### src/rtl/atr_sup_pkg.sv
package atr_sup_pkg;

    typedef enum logic [1:0] {
        SUP_IDLE,
        SUP_FIRST,
        SUP_ANSWER,
        SUP_ENDED
    } sup_state_e;

    typedef struct packed {
        logic early;
        logic silent;
        logic wait_out;
        logic span_out;
    } sup_flags_t;

    // bits needed to hold values 0..maxv
    function automatic int unsigned cnt_width(input int unsigned maxv);
        return (maxv < 2) ? 1 : $clog2(maxv + 1);
    endfunction

    function automatic int unsigned max3(input int unsigned a,
                                         input int unsigned b,
                                         input int unsigned c);
        int unsigned m;
        m = (a > b) ? a : b;
        return (m > c) ? m : c;
    endfunction

endpackage

### src/rtl/atr_release_latch.sv
module atr_release_latch (
    input  logic clk,
    input  logic rst,
    input  logic lvl,
    input  logic cold_in,
    input  logic ext_in,
    output logic release_p,
    output logic lvl_q,
    output logic cold_q,
    output logic ext_q
);
    // lvl_q resets high: a line already high at block reset is not a release
    always_ff @(posedge clk) begin
        if (rst) begin
            lvl_q  <= 1'b1;
            cold_q <= 1'b0;
            ext_q  <= 1'b0;
        end else begin
            lvl_q <= lvl;
            if (release_p) begin
                cold_q <= cold_in;
                ext_q  <= ext_in;
            end
        end
    end

    assign release_p = lvl & ~lvl_q;

endmodule

### src/rtl/atr_first_window.sv
module atr_first_window #(
    parameter int unsigned MIN_CLK = 400,
    parameter int unsigned MAX_CLK = 40000
) (
    input  logic clk,
    input  logic rst,
    input  logic clear,
    input  logic start,
    input  logic run,
    input  logic strobe,
    output logic early,
    output logic late,
    output logic accept
);
    localparam int unsigned CW = atr_sup_pkg::cnt_width(MAX_CLK);

    logic [CW-1:0] clk_cnt;

    // clk_cnt holds the clocks elapsed since the release-detecting edge
    always_ff @(posedge clk) begin
        if (rst || clear) begin
            clk_cnt <= '0;
        end else if (start) begin
            clk_cnt <= CW'(1);
        end else if (run && !strobe && clk_cnt != CW'(MAX_CLK)) begin
            clk_cnt <= clk_cnt + 1'b1;
        end
    end

    assign early  = run &  strobe & (clk_cnt <  CW'(MIN_CLK));
    assign accept = run &  strobe & (clk_cnt >= CW'(MIN_CLK));
    assign late   = run & ~strobe & (clk_cnt == CW'(MAX_CLK));

endmodule

### src/rtl/atr_etu_windows.sv
module atr_etu_windows #(
    parameter int unsigned WT_STD   = 9600,
    parameter int unsigned WT_EXT   = 10800,
    parameter int unsigned SPAN_ETU = 20160
) (
    input  logic clk,
    input  logic rst,
    input  logic clear,
    input  logic start,
    input  logic run,
    input  logic tick,
    input  logic strobe,
    input  logic ext,
    output logic wt_hit,
    output logic span_hit
);
    localparam int unsigned TOPV = atr_sup_pkg::max3(WT_STD, WT_EXT, SPAN_ETU);
    localparam int unsigned EW   = atr_sup_pkg::cnt_width(TOPV);

    logic [EW-1:0] wt_cnt;
    logic [EW-1:0] wt_lim;

    assign wt_lim = ext ? EW'(WT_EXT - 1) : EW'(WT_STD - 1);

    // gap since the most recent leading edge; a strobe beats a tick
    always_ff @(posedge clk) begin
        if (rst || clear || start) begin
            wt_cnt <= '0;
        end else if (run) begin
            if (strobe)
                wt_cnt <= '0;
            else if (tick)
                wt_cnt <= wt_cnt + 1'b1;
        end
    end

    assign wt_hit = run & tick & ~strobe & (wt_cnt == wt_lim);

    generate
        if (SPAN_ETU > 0) begin : g_span
            logic [EW-1:0] span_cnt;

            // duration since the first edge; later strobes do not touch it
            always_ff @(posedge clk) begin
                if (rst || clear || start)
                    span_cnt <= '0;
                else if (run && tick)
                    span_cnt <= span_cnt + 1'b1;
            end

            assign span_hit = run & ext & tick & (span_cnt == EW'(SPAN_ETU - 1));
        end else begin : g_nospan
            assign span_hit = 1'b0;
        end
    endgenerate

endmodule

### src/rtl/atr_timing_watch.sv
module atr_timing_watch #(
    parameter int unsigned MIN_CLK  = 400,
    parameter int unsigned MAX_CLK  = 40000,
    parameter int unsigned WT_STD   = 9600,
    parameter int unsigned WT_EXT   = 10800,
    parameter int unsigned SPAN_ETU = 20160
) (
    input  logic clk,
    input  logic rst,
    input  logic card_rst_lvl,
    input  logic lead_edge,
    input  logic etu_tick,
    input  logic pwr_cold,
    input  logic ext_limits,
    output logic too_early,
    output logic no_answer,
    output logic wait_expired,
    output logic span_expired,
    output logic cold_session
);
    import atr_sup_pkg::*;

    sup_state_e st;
    sup_flags_t fl;

    logic release_p, lvl_q, cold_q, ext_q;
    logic early, late, accept;
    logic wt_hit, span_hit;
    logic line_low;

    assign line_low = ~card_rst_lvl;

    atr_release_latch u_rel (
        .clk       (clk),
        .rst       (rst),
        .lvl       (card_rst_lvl),
        .cold_in   (pwr_cold),
        .ext_in    (ext_limits),
        .release_p (release_p),
        .lvl_q     (lvl_q),
        .cold_q    (cold_q),
        .ext_q     (ext_q)
    );

    atr_first_window #(
        .MIN_CLK (MIN_CLK),
        .MAX_CLK (MAX_CLK)
    ) u_first (
        .clk    (clk),
        .rst    (rst),
        .clear  (line_low),
        .start  (release_p),
        .run    (st == SUP_FIRST),
        .strobe (lead_edge),
        .early  (early),
        .late   (late),
        .accept (accept)
    );

    atr_etu_windows #(
        .WT_STD   (WT_STD),
        .WT_EXT   (WT_EXT),
        .SPAN_ETU (SPAN_ETU)
    ) u_etu (
        .clk      (clk),
        .rst      (rst),
        .clear    (line_low),
        .start    (accept),
        .run      (st == SUP_ANSWER),
        .tick     (etu_tick),
        .strobe   (lead_edge),
        .ext      (ext_q),
        .wt_hit   (wt_hit),
        .span_hit (span_hit)
    );

    always_ff @(posedge clk) begin
        if (rst || line_low) begin
            st <= SUP_IDLE;
            fl <= '0;
        end else if (release_p) begin
            st <= SUP_FIRST;
            fl <= '0;
        end else begin
            case (st)
                SUP_FIRST: begin
                    if (early) begin
                        fl.early <= 1'b1;
                        st       <= SUP_ENDED;
                    end else if (late) begin
                        fl.silent <= 1'b1;
                        st        <= SUP_ENDED;
                    end else if (accept) begin
                        st <= SUP_ANSWER;
                    end
                end
                SUP_ANSWER: begin
                    if (wt_hit)
                        fl.wait_out <= 1'b1;
                    if (span_hit)
                        fl.span_out <= 1'b1;
                    if (wt_hit || span_hit)
                        st <= SUP_ENDED;
                end
                default: ;
            endcase
        end
    end

    assign too_early    = fl.early;
    assign no_answer    = fl.silent;
    assign wait_expired = fl.wait_out;
    assign span_expired = fl.span_out;
    assign cold_session = cold_q;

endmodule

### config.mk
export PLATFORM = sky130hd
export DESIGN_NAME = atr_timing_watch
export DESIGN_NICKNAME = d
export VERILOG_FILES = /design/src/rtl/atr_sup_pkg.sv /design/src/rtl/atr_release_latch.sv /design/src/rtl/atr_first_window.sv /design/src/rtl/atr_etu_windows.sv /design/src/rtl/atr_timing_watch.sv
export SDC_FILE = /design/constraint.sdc
export NUM_CORES = 1
export LEC_CHECK = 0
export BUFFER_PORTS_ARGS = -buffer_cell sky130_fd_sc_hd__buf_2
export CAP_MARGIN = 25
export CORE_MARGIN = 1
export CORE_UTILIZATION = 31
export CTS_BUF_LIST = sky130_fd_sc_hd__clkbuf_4
export DETAILED_ROUTE_END_ITERATION = 10
export PLACE_DENSITY_LB_ADDON = 0.05
export SETUP_SLACK_MARGIN = 0.4
export SKIP_LAST_GASP = 1
export SYNTH_ARGS = -nofsm -noshare
export SYNTH_HDL_FRONTEND = slang
export SYNTH_SLANG_ARGS = --single-unit
### constraint.sdc
create_clock -name clk -period 1.8 [get_ports clk]
set_input_delay 0.09 -clock clk [delete_from_list [all_inputs] [get_ports clk]]
set_output_delay 0.09 -clock clk [all_outputs]
set_load 0.1 [all_outputs]
==> flow_summary.json, run 1 <==
{
  "result_of_the_run": "completed",
  "grt_first_pass_wirelength_um": 11010,
  "min_to": "too_early$_SDFFE_PP0P_",
  "design_power_total_mw": 1.924,
  "max_cap_viol": 0,
  "floorplan.initialDensity_pct": 32.15,
  "cts.clk_slew.worst_paths_ns": 0.16,
  "slew_violations": 0,
  "ys.flop_type": "dfxtp_1",
  "die_height_um": 94.55,
  "detailedRoute.firstPassIterationCount": 4,
  "reg2regPathDepth": 5,
  "netlist_top_cells_area": "dfxtp_1 41%, nor2_1 8.6%, xor2_1 5.3%",
  "cts_h_tree_depth": 2,
  "top_level_pins": 12,
  "synthArstFlopShare_pct": 0,
  "drive_gt1_share_pct": 48.55,
  "power.switching_fraction_pct": 25.08,
  "timing.final.crit_period_ns": 1.653,
  "grt_pass1_vias": 2271,
  "fin_crit_share_pct": 91.82,
  "yosysTopAreaCellShare_pct": 41.47,
  "syn_inst": 313,
  "drtIter0Drc": 86,
  "synth-warning-count": 0,
  "initial_antenna_violation_count": 0,
  "yosys.area.top_type": "dfxtp_1",
  "cp_data_required_time_ns": 2.09,
  "clockRootBuffer": "clkbuf_4",
  "rrSetupSlack_ns": 0.15,
  "startpoint_type": "flop",
  "finalClockSkew_ns": 0.004967,
  "cts_sink_cnt": 55,
  "stdcell_area_sq_um": 3969,
  "setup-violations-final": 0,
  "layout.nets": 389,
  "wire_per_inst_um": 14.49,
  "drc_errors": 0,
  "slew-limit-headroom_pct": 54.15,
  "rr_startpoint": "u_etu.wt_cnt[7]$_SDFFE_PP0P_",
  "drt.antenna.violating_nets": 0,
  "count_of_filler_cells_inserted_in_the_layout": 826,
  "dpl_cell_area_sq_um": 2979,
  "syn-mean-instance-area_sq_um": 8.483,
  "hold_path.class": "in -> reg",
  "vdd.ir_drop.worst_mv": 0.2910,
  "setup_tns_ns": 0,
  "post_dr_vias_cell": 5.027,
  "max_clock_freq_mhz": 605.0,
  "seq_power_share_pct": 62.4,
  "reg2reg_to": "u_etu.wt_cnt[14]$_SDFFE_PP0P_",
  "worst-endpoint-arrival_ns": 1.95,
  "port_buffers": 11,
  "setup.worst_path.class": "reg -> reg",
  "dp.final_hpwl_um": 4200,
  "synth-edff-count": 0,
  "total_leakage_power_nw": 1.384,
  "overflow": 0,
  "dieWidth_um": 94.55,
  "switching_power_uw": 482.6,
  "rsz_0062_raised_after_global_routing": "yes",
  "timing.critical_path.to_type": "flop",
  "fp.dieArea_sq_um": 8939,
  "num_vias": 2433,
  "clk_path_buf_depth": 2,
  "clock_power_share_pct": 29.4,
  "cts_buffers": 5,
  "synth_nets": 324,
  "postSynthRegisterBits": 55,
  "clk_latency_ns": 0.38,
  "grt_util_all_layers_pct": 16.08,
  "report.final.hold_viol_count": 0,
  "core.rowCount": 33,
  "finalWirelength_um": 7015,
  "synth_cell_types": 58,
  "tightestPinTransition_ns": 0.6831,
  "yosysSeqAreaShare_pct": 41.47,
  "synth_top_cells_by_count": "61 x nor2_1, 55 x dfxtp_1, 24 x nand2_1",
  "grt_start_max_net_pins": 18,
  "num_antenna_cells": 0,
  "netlist_area_sq_um": 2655,
  "internal-power_mw": 1.442,
  "cp_max_fo": 5,
  "flow.area_growth_from_synthesis_pct": 49.48,
  "hold_path.startpoint": "lead_edge",
  "share_comb_of_total_power_pct": 8.2,
  "timing.hold.worst_path_depth": 3,
  "post-synth-top-count-cell": "nor2_1",
  "powerDensity_nw_per_um2": 484.8,
  "gp_congestion": 0.7350,
  "clock_tree_from_tritoncts": "yes",
  "core_area_sq_um": 8258
}
-- power groups by stage --
stage,Combinational [mW],Clock (mW),Sequential (mW)
2_1_floorplan,0.0358,0,1.26
3_3_place_gp,0.0820,0,1.25
3_5_place_dp,0.0810,0,1.25
4_1_cts,0.144,0.602,1.21
5_1_grt,0.168,0.650,1.20
6_report,0.158,0.566,1.20
-- cells by family (layout without fill, tap and decap cells) --
| family | after synthesis | count (layout) | synth area share (%) |
|---|---|---|---|
| AND/OR/NAND/NOR | 156 | 156 | 31.48 |
| flip-flops | 55 | 55 | 41.47 |
| multiplexers | 2 | 2 | 0.7540 |
| adder cells (fa/ha/maj) | 4 | 4 | 1.885 |
| buffers and inverters | 19 | 85 | 3.016 |
| XOR/XNOR | 29 | 29 | 9.566 |
| AO/OA/AOI/OAI | 48 | 48 | 11.83 |
-- metal layers --
layer,share of wire [%],global-route usage (%),vias up
met5,0,0,-
met2,46,24.03,25
li1,-,-,1231
met1,51,22.99,1170
met4,1.1,4.672,0
met3,2.2,3.543,7
-- worst max path at each step --
stage / start / to / slack, ns
2_1_floorplan: u_etu.wt_cnt[1]$_SDFFE_PP0P_ / u_etu.wt_cnt[14]$_SDFFE_PP0P_ / 0.24
3_3_place_gp: st[0]$_SDFFE_PP0P_ / st[0]$_SDFFE_PP0P_ / 0.12
3_5_place_dp: st[0]$_SDFFE_PP0P_ / st[0]$_SDFFE_PP0P_ / 0.10
4_1_cts: u_etu.g_span.span_cnt[3]$_SDFFE_PP0N_ / st[0]$_SDFFE_PP0P_ / 0.18
5_1_grt: u_etu.wt_cnt[7]$_SDFFE_PP0P_ / u_etu.wt_cnt[14]$_SDFFE_PP0P_ / 0.09
6_report: u_etu.wt_cnt[7]$_SDFFE_PP0P_ / u_etu.wt_cnt[14]$_SDFFE_PP0P_ / 0.15
-- registers in the layout, indices dropped and copies added (netlist names) --
signal                 cells
u_first.clk_cnt           16
u_etu.g_span.span_cnt     15
u_etu.wt_cnt              15
st                         2
no_answer                  1
span_expired               1
too_early                  1
u_rel.cold_q               1
u_rel.ext_q                1
u_rel.lvl_q                1
wait_expired               1
-- layout make-up --
class                   count  area (sq um)  share of cell area, %
well taps                 105         131.4                  3.310
flip-flops and latches     55          1184                  29.82
repair buffers             67         620.6                  15.64
inverters                  10         37.54                 0.9458
clock inverters             2         12.51                 0.3153
clock buffers               6         45.04                  1.135
multi-input cells         239          1938                  48.83
-- critical path, cell delays in order, from the launching register on --
cell      delay, ns
dfxtp_2        0.42
nand4_1        0.25
or4_4          0.52
o21ai_2        0.13
a21boi_1       0.07
o21ba_1        0.18
-- what timing repair did --
item | 4_1_cts | 5_1_grt
hold buffers | 4 | 0
gates resized for setup | 78 | 69
endpoints found under the setup margin | 46 | 49
endpoints found under the hold margin | 4 | 0
pin swaps | 32 | 36
cloned | 3 | 0
buffers inserted | 27 | 9
-- through the flow --
stage	instances	worst slack, ns	utilization, %	hold WS [ns]
2_1_floorplan	313	0.2364	-	0.1591
3_3_place_gp	433	0.1171	36.08	0.3011
3_5_place_dp	433	0.1038	36.08	0.3011
4_1_cts	475	0.1829	44.14	0.1142
5_1_grt	484	0.08730	48.06	0.1624
6_report	484	0.1472	48.06	0.1264
-- placed cells by master, fill, tap and decap left out, types with 3 or more instances in the layout --
cell           instances
dfxtp_1               25
dfxtp_4               18
a21oi_2                4
nand3_1                5
buf_16                 3
a21oi_1               12
nor2_4                21
inv_1                  7
nand2_2                5
buf_4                 36
nor3_2                 3
nand3_2                8
nor2_1                39
nor4_4                 5
nor4_1                 4
dfxtp_2               12
dlygate4sd3_1          4
buf_6                 10
buf_12                 3
and3_1                 4
xnor2_1               11
nand4_1                8
o21ai_1                5
a31oi_1                3
nand2_1               19
clkbuf_4               6
inv_2                  3
xor2_1                14
buf_2                 11
o21ai_0                5
No activity file was read; power rests on OpenSTA's default activity.
==> inputs of run 2 (changes only) <==
- RECOVER_POWER: unset -> 50
==> run 2 against run 1 <==
Sequential share of layout area up 0.42 points. Setup slack better by 0.0017 ns. Non-clock buffer count did not move. Worst hold slack gained 0.00094 ns. Total power is 0.22% lower. Critical path depth did not move. Global-route usage is the same. Flip-flop and latch count stayed put. Clock skew is 0.0031 ns higher. Register-to-register slack hardly changed. Die area is the same.
==> flow_summary.json, run 2 (synthesis gave the netlist of run 1 again) <==
{
  "result_of_the_run": "completed",
  "met1_usage_pct": 22.99,
  "final_common_cell": "nor2_1",
  "hold_path.class": "in -> reg",
  "worst-endpoint-arrival_ns": 1.95,
  "report.final.hold_viol_count": 0,
  "core_area_sq_um": 8258,
  "fp.dieArea_sq_um": 8939,
  "clock_tree_from_tritoncts": "yes",
  "cts_sink_cnt": 55,
  "post_dr_vias_cell": 5.027,
  "wire_per_inst_um": 14.48,
  "timing.critical_path.to_type": "flop",
  "core.rowCount": 33,
  "max_clock_freq_mhz": 605.6,
  "top_register_by_number_of_flip_flops": "u_first.clk_cnt",
  "clockRootBuffer": "clkbuf_4",
  "groute.layer.met3.usage_pct": 3.543,
  "grt_util_all_layers_pct": 16.08,
  "clk_latency_ns": 0.38,
  "cts.clk_slew.worst_paths_ns": 0.16,
  "top_level_pins": 12,
  "grt_pass1_vias": 2271,
  "num_antenna_cells": 0,
  "dpl_cell_area_sq_um": 2979,
  "powerDensity_nw_per_um2": 494.2,
  "setup-violations-final": 0,
  "detailedRoute.firstPassIterationCount": 4,
  "initial_antenna_violation_count": 0,
  "timing.final.crit_period_ns": 1.651,
  "floorplan.initialDensity_pct": 32.15,
  "num_vias": 2433,
  "slew-limit-headroom_pct": 54.37,
  "dp.final_hpwl_um": 4200,
  "utilization_pct": 47.05,
  "rsz_0062_raised_after_global_routing": "yes",
  "finalNonFillerCells": 484,
  "grt.busiest_layer": "met2",
  "startpoint_type": "flop",
  "cts_h_tree_depth": 2,
  "largest_registers": "u_first.clk_cnt (16), u_etu.g_span.span_cnt (15), u_etu.wt_cnt (15)",
  "cp_data_required_time_ns": 2.09,
  "cts_buffers": 5,
  "flow.area_growth_from_synthesis_pct": 46.32,
  "grt_first_pass_wirelength_um": 11010,
  "max_cap_viol": 0,
  "drive_gt1_share_pct": 45.38,
  "stdcell_area_sq_um": 3885,
  "vdd.ir_drop.worst_mv": 0.2905,
  "final-seq-area_sq_um": 1175,
  "tightestPinTransition_ns": 0.6798,
  "setup.worst_path.class": "reg -> reg",
  "finalWirelength_um": 7006,
  "layout.cells.most_common_list": "39 x nor2_1, 33 x buf_4, 28 x dfxtp_1, 21 x nor2_4, 19 x nand2_1",
  "drt.antenna.violating_nets": 0,
  "setup_tns_ns": 0,
  "dieWidth_um": 94.55,
  "clk_path_buf_depth": 2,
  "layout.nets": 389,
  "die_height_um": 94.55,
  "grt_start_max_net_pins": 18,
  "fin_crit_share_pct": 91.73,
  "total_leakage_power_nw": 1.334,
  "count_of_filler_cells_inserted_in_the_layout": 841,
  "slew_violations": 0,
  "gp_congestion": 0.7350,
  "drc_errors": 0,
  "finalClockSkew_ns": 0.008051,
  "overflow": 0,
  "fin_worst_hold_slack_ns": 0.1274,
  "multi_input_comb_area_sq_um": 1902,
  "place_inst": 433,
  "cp_max_fo": 5,
  "number_of_flip_flops_in_the_largest_register": 16,
  "use_met2_pct": 24.03,
  "drtIter0Drc": 66,
  "port_buffers": 11
}
run 2: cell count changes in the layout (fill, tap and decap cells not counted), moves of 2 or more:
cell      change
clkbuf_1      +4
nor3_1        +2
buf_4         -3
dfxtp_4       -2
buf_2         -6
clkbuf_2      +6
dfxtp_1       +3
run 2: final timing paths:
path	start	slack (ns)	to	depth (start not counted)
setup / recovery	u_etu.wt_cnt[7]$_SDFFE_PP0P_	0.15	u_etu.wt_cnt[14]$_SDFFE_PP0P_	5
hold / removal	lead_edge	0.13	too_early$_SDFFE_PP0P_	3
setup reg to reg	u_etu.wt_cnt[7]$_SDFFE_PP0P_	0.15	u_etu.wt_cnt[14]$_SDFFE_PP0P_	5
hold reg to reg	wait_expired$_SDFFE_PP0P_	0.47	wait_expired$_SDFFE_PP0P_	2
run 2: report_power, final:
part / switching [mW] / internal (mW) / total, mW / leakage [nW]
sequential: 0.00423 / 1.20 / 1.20 / 0.462
clock: 0.402 / 0.168 / 0.571 / 0.0333
combinational: 0.0782 / 0.0686 / 0.147 / 0.839
run 2: layer usage:
metal | up-vias | wire [um]
li1 | 1234 | -
met1 | 1168 | 3540
met2 | 24 | 3223
met3 | 7 | 162
met4 | 0 | 80
met5 | - | 0
run 2: area by class of cell:
| cell class | count | share of cell area (%) |
|---|---|---|
| multi-input combinational | 239 | 48.95 |
| sequential | 55 | 30.24 |
| timing repair buffer | 67 | 14.98 |
| clock buffer | 6 | 1.159 |
| inverter | 10 | 0.9662 |
| tap | 105 | 3.382 |
| clock inverter | 2 | 0.3221 |
run 2: stage by stage:
stage / setup slack, ns / total power, mW
detailed placement: 0.1038 / 1.332
global route: 0.07296 / 2.011
CTS: 0.1829 / 1.957
global placement: 0.1171 / 1.333
floorplan: 0.2364 / 1.293
finish: 0.1489 / 1.920
run 2: critical path, cell delays in order, from the launching register on:
cell,delay (ns)
dfxtp_2,0.41
nand4_1,0.25
or4_4,0.52
o21ai_2,0.13
a21boi_1,0.07
o21ba_1,0.18
run 2: repair_timing:
action | in CTS | in global routing
endpoints found under the hold margin | 4 | 0
gates resized for setup | 78 | 69
pin swaps | 32 | 36
setup endpoints to repair | 46 | 49
hold buffers | 4 | 0
gates cloned | 3 | 0
setup buffers | 27 | 9
